--- config.mk ---
export PLATFORM = sky130hd
export DESIGN_NAME = frac_div_seq
export DESIGN_NICKNAME = d
export VERILOG_FILES = /design/src/rtl/frac_div_pkg.sv /design/src/rtl/frac_div_acc.sv /design/src/rtl/frac_div_ctrl.sv /design/src/rtl/frac_div_dp.sv /design/src/rtl/frac_div_seq.sv
export SDC_FILE = /design/constraint.sdc
export NUM_CORES = 1
export LEC_CHECK = 0
export ABC_AREA = 1
export BUFFER_PORTS_ARGS = -buffer_cell sky130_fd_sc_hd__buf_2
export CAP_MARGIN = 20
export CORE_MARGIN = 5
export CORE_UTILIZATION = 42
export DETAILED_ROUTE_END_ITERATION = 10
export PLACE_DENSITY = 0.69
export SYNTH_ARGS = -nofsm -noshare
export SYNTH_HDL_FRONTEND = slang
export SYNTH_SLANG_ARGS = --single-unit
--- constraint.sdc ---
create_clock -name clk -period 19.4 [get_ports clk]
set_input_delay 3.88 -clock clk [delete_from_list [all_inputs] [get_ports clk]]
set_output_delay 3.88 -clock clk [all_outputs]
set_load 0.1 [all_outputs]
--- src/rtl/frac_div_pkg.sv ---
package frac_div_pkg;
  localparam int INT_W  = 16;
  localparam int MOD_W  = 12;
  localparam int NOUT_W = INT_W + 1;
  localparam int NSTG   = 3;

  typedef struct packed {
    logic [INT_W-1:0] intV;
    logic [MOD_W-1:0] fracV;
    logic [MOD_W-1:0] modV;
  } cfg_t;

  typedef struct packed {
    logic step;
    logic restart;
  } strobe_t;
endpackage

--- src/rtl/frac_div_acc.sv ---
module frac_div_acc #(
  parameter int W = 12
) (
  input  logic         clk,
  input  logic         rstN,
  input  logic         step,
  input  logic         restart,
  input  logic [W-1:0] modV,
  input  logic [W-1:0] addIn,
  output logic [W-1:0] resNext,
  output logic         carry
);
  logic [W-1:0] res;
  logic [W-1:0] base;
  logic [W:0]   sum;
  logic [W:0]   diff;

  always_comb begin
    base    = restart ? '0 : res;
    sum     = {1'b0, base} + {1'b0, addIn};
    diff    = sum - {1'b0, modV};
    carry   = (sum >= {1'b0, modV});
    resNext = carry ? diff[W-1:0] : sum[W-1:0];
  end

  always_ff @(posedge clk) begin
    if (!rstN) res <= '0;
    else if (step) res <= resNext;
  end

  // residue after a step is below the modulus used for that step
  p_res_below_mod_r3: assert property (@(posedge clk) disable iff (!rstN)
    step |=> (res < $past(modV)));
endmodule

--- src/rtl/frac_div_ctrl.sv ---
module frac_div_ctrl import frac_div_pkg::*; #(
  parameter int INT_MIN_LO = 23,
  parameter int INT_MIN_HI = 75,
  parameter int MOD_MIN    = 2,
  parameter int RST_INT    = 23,
  parameter int RST_FRAC   = 0,
  parameter int RST_MOD    = 2
) (
  input  logic             clk,
  input  logic             rstN,
  input  logic             tickEn,
  input  logic [INT_W-1:0] intIn,
  input  logic [MOD_W-1:0] fracIn,
  input  logic [MOD_W-1:0] modIn,
  input  logic             preSel,
  output cfg_t             effCfg,
  output strobe_t          strb,
  output logic             rangeErr
);
  localparam int INT_MAX_LO = 2 ** (INT_W - 1) - 1;

  cfg_t cfgQ;
  logic intOk, modOk, fracOk, inLegal;

  always_comb begin
    if (preSel) intOk = (intIn >= INT_W'(INT_MIN_HI));
    else        intOk = (intIn >= INT_W'(INT_MIN_LO)) && (intIn <= INT_W'(INT_MAX_LO));
    modOk   = (modIn >= MOD_W'(MOD_MIN));
    fracOk  = (fracIn < modIn);
    inLegal = intOk && modOk && fracOk;
  end

  always_comb begin
    if (tickEn && inLegal) effCfg = '{intV: intIn, fracV: fracIn, modV: modIn};
    else                   effCfg = cfgQ;
    strb.step    = tickEn;
    strb.restart = tickEn && inLegal &&
                   ((fracIn != cfgQ.fracV) || (modIn != cfgQ.modV));
  end

  always_ff @(posedge clk) begin
    if (!rstN) begin
      cfgQ     <= '{intV: INT_W'(RST_INT), fracV: MOD_W'(RST_FRAC), modV: MOD_W'(RST_MOD)};
      rangeErr <= 1'b0;
    end else if (tickEn) begin
      if (inLegal) cfgQ <= effCfg;
      rangeErr <= !inLegal;
    end
  end

  // INT above the 4/5 ceiling is flagged
  p_int_ceiling_r8: assert property (@(posedge clk) disable iff (!rstN)
    (tickEn && !preSel && (intIn > INT_W'(INT_MAX_LO))) |=> rangeErr);

  // a rejected FRAC leaves the settings unchanged
  p_hold_cfg_r10: assert property (@(posedge clk) disable iff (!rstN)
    (tickEn && (fracIn >= modIn)) |=> $stable(cfgQ));

  // settings in force are always within range
  p_cfg_legal_r9: assert property (@(posedge clk) disable iff (!rstN)
    (cfgQ.fracV < cfgQ.modV) && (cfgQ.modV >= MOD_W'(MOD_MIN)));
endmodule

--- src/rtl/frac_div_dp.sv ---
module frac_div_dp import frac_div_pkg::*; (
  input  logic              clk,
  input  logic              rstN,
  input  cfg_t              cfg,
  input  strobe_t           strb,
  output logic [NOUT_W-1:0] nOut
);
  logic [MOD_W-1:0] stgIn  [NSTG];
  logic [MOD_W-1:0] stgRes [NSTG];
  logic [NSTG-1:0]  carry;

  for (genvar g = 0; g < NSTG; g++) begin : gStage
    if (g == 0) begin : gFirst
      assign stgIn[g] = cfg.fracV;
    end else begin : gNext
      assign stgIn[g] = stgRes[g-1];
    end
    frac_div_acc #(.W(MOD_W)) i_acc (
      .clk     (clk),
      .rstN    (rstN),
      .step    (strb.step),
      .restart (strb.restart),
      .modV    (cfg.modV),
      .addIn   (stgIn[g]),
      .resNext (stgRes[g]),
      .carry   (carry[g])
    );
  end

  logic c2d, c3d, c3dd;
  logic c2dB, c3dB, c3ddB;
  logic [3:0] corr;
  logic [NOUT_W-1:0] nNext;

  always_comb begin
    c2dB  = strb.restart ? 1'b0 : c2d;
    c3dB  = strb.restart ? 1'b0 : c3d;
    c3ddB = strb.restart ? 1'b0 : c3dd;
    corr  = {3'b0, carry[0]}
          + {3'b0, carry[1]} - {3'b0, c2dB}
          + {3'b0, carry[2]} - {2'b0, c3dB, 1'b0} + {3'b0, c3ddB};
    nNext = {1'b0, cfg.intV} + {{(NOUT_W-4){corr[3]}}, corr};
  end

  always_ff @(posedge clk) begin
    if (!rstN) begin
      nOut <= '0;
      c2d  <= 1'b0;
      c3d  <= 1'b0;
      c3dd <= 1'b0;
    end else if (strb.step) begin
      nOut <= nNext;
      c2d  <= carry[1];
      c3dd <= c3dB;
      c3d  <= carry[2];
    end
  end

  // output within INT-3 .. INT+4
  p_window_r4: assert property (@(posedge clk) disable iff (!rstN)
    strb.step |=> ((int'(nOut) + 3 >= int'($past(cfg.intV))) &&
                   (int'(nOut) <= int'($past(cfg.intV)) + 4)));

  // zero fraction gives the bare integer
  p_int_only_r5: assert property (@(posedge clk) disable iff (!rstN)
    (strb.step && (cfg.fracV == '0)) |=> (nOut == NOUT_W'($past(cfg.intV))));

  // output holds between updates
  p_hold_r2: assert property (@(posedge clk) disable iff (!rstN)
    !strb.step |=> $stable(nOut));
endmodule

--- src/rtl/frac_div_seq.sv ---
module frac_div_seq import frac_div_pkg::*; (
  input  logic              clk,
  input  logic              rstN,
  input  logic              tickEn,
  input  logic [INT_W-1:0]  intIn,
  input  logic [MOD_W-1:0]  fracIn,
  input  logic [MOD_W-1:0]  modIn,
  input  logic              preSel,
  output logic [NOUT_W-1:0] nOut,
  output logic              rangeErr
);
  cfg_t    effCfg;
  strobe_t strb;

  frac_div_ctrl i_ctrl (
    .clk      (clk),
    .rstN     (rstN),
    .tickEn   (tickEn),
    .intIn    (intIn),
    .fracIn   (fracIn),
    .modIn    (modIn),
    .preSel   (preSel),
    .effCfg   (effCfg),
    .strb     (strb),
    .rangeErr (rangeErr)
  );

  frac_div_dp i_dp (
    .clk  (clk),
    .rstN (rstN),
    .cfg  (effCfg),
    .strb (strb),
    .nOut (nOut)
  );
endmodule

Word level (Yosys, flattened, before mapping). Index checks and enable logic that the tools add are counted.

Register bits: 97. Input port bits: 44. Word-level logic and storage cells: 52. Memory bits (read-only): 0. Memories kept: 0. Bits in latches: 0. Bits in writable memories: 0.

Shift-type cells: 0. $lt $le $gt $ge: 8. Equality and inequality tests: 2. Reduce and logical (&&, ||, !) cells: 8. Divide/modulo/power cells: 0. Multipliers: 0. Add/subtract/negate cells: 12. Multiplexer cells: 11. Bitwise gates (word level): 0.

Operators by type and width (number): $mux W12 (6); $mux W40 (1); $add A12 B12 Y13 (3); $ge A13 B12 Y1 (3); $sub A12 B12 Y12 (3); $ne A12 B12 Y1 (2); $add A16 B17 Y17 (1); $ge A16 B5 Y1 const B (1); $ge A16 B7 Y1 const B (1); $le A16 B15 Y1 const B (1); $ge A12 B2 Y1 const B (1); $lt A12 B12 Y1 (1); $add A4 B1 Y4 (2); $logic_and A1 B1 Y1 (5); $mux W1 (4); $sub A4 B1 Y4 (1); $sub A4 B2 Y4 (1); $add A1 B1 Y2 (1); $reduce_and A2 Y1 (1); $logic_not A1 Y1 (1); $logic_or A1 B1 Y1 (1).

Depth between registers and ports, before layout.
Word-level depth: 20. Depth in mapped cells: 92. Depth with buffers taken out: 88.

Cells and area by module. Synthesis repeated with hierarchy kept, for this count alone.

Cells, all modules: 1903. Area total of the unflattened synthesis: 11157.0 um2.

By module, submodules not included: frac_div_acc at i_dp.gStage[0].i_acc ... (instances 2, area an instance 2124.5 um2, sequential area each 240.2 um2, cells an instance 367); frac_div_ctrl (instances 1, area an instance 2747.6 um2, sequential area each 820.8 um2, cells an instance 462); frac_div_acc at i_dp.gStage[1].i_acc (instances 1, area an instance 2144.6 um2, sequential area each 240.2 um2, cells an instance 371); frac_div_dp (instances 1, area an instance 2015.7 um2, sequential area each 400.4 um2, cells an instance 336).

Worst setup path after synthesis. No wires, ideal clock.

Path kind: input -> register. Start point: input modIn[9]. End point: register i_dp.nOut[10]. Cell stages on the path: 79. Path slack: 4.516 ns. Data arrival time: 14.775 ns. Library setup time: 0.109 ns. Path buffers: 3. Cell sequence: inv_1 -> ha_1 -> a21oi_1 -> nor2_1 -> nor3_1 -> nand3_1 -> nor2_2 -> nand2_4 -> clkbuf_1 -> o21ai_0 -> inv_1 -> ha_1 -> fa_1 -> nand3_1 -> nand2_1 -> nand2_1 -> nand2_1 -> xor2_1 -> [43 not listed] -> nand2_2 -> inv_1 -> ha_1 -> inv_1 -> fa_1 -> ha_1 -> inv_1 -> ha_1 -> ha_1 -> a21oi_1 -> nand2_1 -> a21boi_0 -> o21ai_0 -> nand2_1 -> a21o_1 -> nand3_1 -> nand2_1 -> inv_1.

RTL lines: start, declared (RTL line frac_div_seq.sv:7) `input logic [MOD_W-1:0] modIn,`; end signal, assigned (RTL line frac_div_dp.sv:52) `nOut <= nNext;`; end, declared (RTL line frac_div_dp.sv:6) `output logic [NOUT_W-1:0] nOut`.

Final worst setup path.
Start point: input tickEn. End point: register i_dp.nOut[9].

Cells in the longest elaborated chain, start to end: 15. Elaborated cells on any way between the ends: 25. Those cells by class: add/sub: 11; order compare: 3; mux: 9; reduce/logical: 2.

RTL lines: start, declared (RTL line frac_div_seq.sv:4) `input logic tickEn,`; $logic_and A1 B1 Y1 * (RTL line frac_div_ctrl.sv:34, frac_div_ctrl.sv:37); $logic_and A1 B1 Y1 (RTL line frac_div_ctrl.sv:37) `strb.restart = tickEn && inLegal &&`; $mux W12 (RTL line frac_div_acc.sv:19) `base = restart ? '0 : res;`; $add A12 B12 Y13 (RTL line frac_div_acc.sv:20) `sum = {1'b0, base} + {1'b0, addIn};`; $sub A12 B12 Y12 / $ge A13 B12 Y1 (equally long branches) (RTL line frac_div_acc.sv:21, frac_div_acc.sv:22); $mux W12 * (RTL line frac_div_acc.sv:23) `resNext = carry ? diff[W-1:0] : sum[W-1:0];`; via i_dp.gStage[0].i_acc.resNext[0] (RTL line frac_div_acc.sv:10) `output logic [W-1:0] resNext,`; $add A12 B12 Y13 * (RTL line frac_div_acc.sv:20); $sub A12 B12 Y12 / $ge A13 B12 Y1 (equally long branches) (RTL line frac_div_acc.sv:21, frac_div_acc.sv:22); $mux W12 * (RTL line frac_div_acc.sv:23); via i_dp.gStage[1].i_acc.resNext[0] (RTL line frac_div_acc.sv:10); $add A12 B12 Y13 * (RTL line frac_div_acc.sv:20); $ge A13 B12 Y1 * (RTL line frac_div_acc.sv:22) `carry = (sum >= {1'b0, modV});`; $add A4 B1 Y4 * (RTL line frac_div_dp.sv:41) `+ {3'b0, carry[2]} - {2'b0, c3dB, 1'b0} + {3'b0, c3ddB};`; $sub A4 B2 Y4 * (RTL line frac_div_dp.sv:41); $add A4 B1 Y4 * (RTL line frac_div_dp.sv:41); $add A16 B17 Y17 * (RTL line frac_div_dp.sv:42) `nNext = {1'b0, cfg.intV} + {{(NOUT_W-4){corr[3]}}, corr};`.

The timed path passes the listed nets; every way through them passes the cells marked *. A chain may end at the register's enable or synchronous reset.

==> flow_metrics.tcl <==
set metrics [dict create \
    drt-pass1-iter-count 7 \
    netlist.area_leader.share 0.197 \
    slew_headroom 0.393 \
    grt_start_max_net_pins 73 \
    crit_start "tickEn" \
    crit_path_start_kind "primary input" \
    worstMarginPinSlew_ps 909 \
    synthTopCellsByArea "dfxtp_1, nand2_1, ha_1" \
    fp.dieW_um 163 \
    ctsHtreeMaxLevel 3 \
    drive_gt1_frac 0.0855 \
    portBuffers 61 \
    antenna_found_initial 1 \
    cts_tree "yes" \
    num_antenna_cells 0 \
    synthCells 1585 \
    routed_wl_um 26400 \
    cts_resized 0 \
    critical_path_required_ps 19660 \
    area_growth_syn_to_layout_pct 7.84 \
    yosysTopAreaCell "dfxtp_1" \
    hold_viol_final 0 \
    async_flop_share 0 \
    rows 56 \
    slowest_stage "inv_2" \
    period_needed_ps 17610 \
    synth-compound-area-share 0.121 \
    numCtsBuffers 9 \
    core-area_um2 23300 \
    setup_viol 0 \
    drt-wirelength-per-cell_um 13.6 \
    cpPeakStageDelay_ps 670 \
    synth-simple-area-share 0.331 \
    gr-total-overflow 0 \
    netlist_area_um2 9850 \
    grt_pass1_wl_um 44000 \
    start_util 0.424 \
    cp_max_fo 72 \
    rr_startpoint "i_ctrl.cfgQ[19]" \
    postCtsSetupBuffers 0 \
    avgSynthCellArea_um2 6.22 \
    synth_nets 1741 \
    finalWeightedCongestion 0.972 \
    dp_hpwl_um 21100 \
    drt_iter0_drc 616 \
    clock.fmax_mhz 56.8 \
    postCtsHoldBufs 0 \
    synth.distinct_cells 45 \
    worstPathArrival_ps 17870 \
    synth_fa_ha_area_frac 0.149 \
    post-route-drc-count 0 \
    synthMuxAreaShare 0 \
    cts.sinks 97 \
    cap_violations 0 \
    skew_ps 9.30 \
    path_clk_slew_ps 70 \
    synth_enable_flop_cells 0 \
    path_class "in -> reg" \
    yosysWarnings 0 \
    yosysSeqAreaShare 0.197 \
    hp-start "i_dp.gStage[2].i_acc.res[11]" \
    status "complete, no violations" \
    hold_class "reg -> reg" \
    cts-root-buf "clkbuf_16" \
    cts_buffer_depth 2 \
    synth_xor_xnor_area_share 0.0640 \
    antenna_left 0 \
    endpoint_kind "register" \
    clk-insertion-delay-late_ps 360 \
    detailroute.via_count 9664 \
    die_h_um 163 \
    min_period_over_period 0.908 \
    whs_ps 469 \
    finalNetCount 1778 \
    dieArea_um2 26600 \
    crit_top_cell "nand2_1" \
    grt_usage 0.201 \
    drv_slew 0 \
    route.detailed.vias_per_inst 4.97 \
    io_pins 62 \
    grt_pass1_vias 9149 \
    rsz0062_at_grt "no" \
    synth_top_family_by_area "simple AND/OR/NAND/NOR gates" \
    ys_ff_latch 97 \
    synth_flop_cell "dfxtp_1" \
    fin_setup_tns_ps 0 \
]
-- Yosys cell counts, types with 16 or more instances --
master      n
nand2_1   383
inv_1     280
nand3_1   132
o21ai_0    62
dfxtp_1    97
a21oi_1   104
nor2_1    162
ha_1      103
xor2_1     46
clkbuf_1   16
nand4_1    18
nor2_2     23
xnor2_1    26
-- final cells by class --
type / instances / area [µm²]
repair buffers: 69 / 365
inverters: 284 / 1070
clock inverters: 6 / 78.8
well taps: 319 / 399
multi-input cells: 1161 / 6550
flip-flops and latches: 97 / 1940
clock buffers: 9 / 225
fillers: 2474 / 12600
-- cells in the final DEF (no fill, tap or decap), types with 4 or more instances in the layout --
cell type and n:
nor2_1 162, buf_4 8, nand3b_1 4, nor3_1 8
a21boi_0 5, o21ai_1 13, xnor2_1 26, nand3_1 132
clkbuf_16 9, o21ai_0 62, nand4_1 18, dfxtp_1 97
nand2_2 15, nand2_1 383, xor2_1 46, fa_1 9
inv_2 4, inv_1 279, ha_1 103, a21o_1 11
a31oi_1 5, buf_2 61, nand2_4 4, nand3_2 4
a21oi_1 104, nor2_2 23, o21bai_1 9
-- flip-flops by register name (all words and copies together), names as in the netlist --
register	flops
i_dp.c3dd	1
i_ctrl.cfgQ	40
i_ctrl.rangeErr	1
i_dp.c3d	1
i_dp.nOut	17
i_dp.gStage.i_acc.res	36
i_dp.c2d	1
-- path summary, 6_finish.rpt --
path,slack (ps),endpoint,cells past startpoint
worst min register to register,470,i_dp.gStage[2].i_acc.res[11],2
worst max register to register,6320,i_dp.nOut[9],75
worst max-delay path,1790,i_dp.nOut[9],78
worst min-delay path,470,i_dp.gStage[2].i_acc.res[11],2
-- routing by layer --
metal / vias up / wire (µm) / track usage
met1: 4355 / 12400 / 0.264
li1: 5053 / - / -
met5: - / 13 / 0
met2: 217 / 12200 / 0.345
met4: 2 / 529 / 0.0515
met3: 37 / 1200 / 0.0305
-- cells by family after synthesis --
kind of cell / Yosys count
buffers and inverters: 327
AND/OR/NAND/NOR: 760
flip-flops: 97
XOR/XNOR: 72
AO/OA/AOI/OAI: 217
adder cells (fa/ha/maj): 112
-- per-stage QoR --
stage           util  area [µm²]  setup WS, ps  std cells
2_1_floorplan      -        9850          4520       1585
3_3_place_gp   0.444       10300          1980       1930
6_report       0.457       10600          1790       1945
5_1_grt        0.457       10600           303       1945
3_5_place_dp   0.444       10300          1570       1930
4_1_cts        0.457       10600          1880       1945
-- worst max-delay path: cells and delay by family --
family / cells / cell delay, ps
simple gates: 45 / 5070
buf+inv: 9 / 2000
xor+xnor: 3 / 580
fa+ha+maj: 14 / 4800
compound gates: 7 / 1440
Power is left out: the tool's default activity adds up to more than one toggle a clock period on the data nets, which glitch-free logic cannot reach.
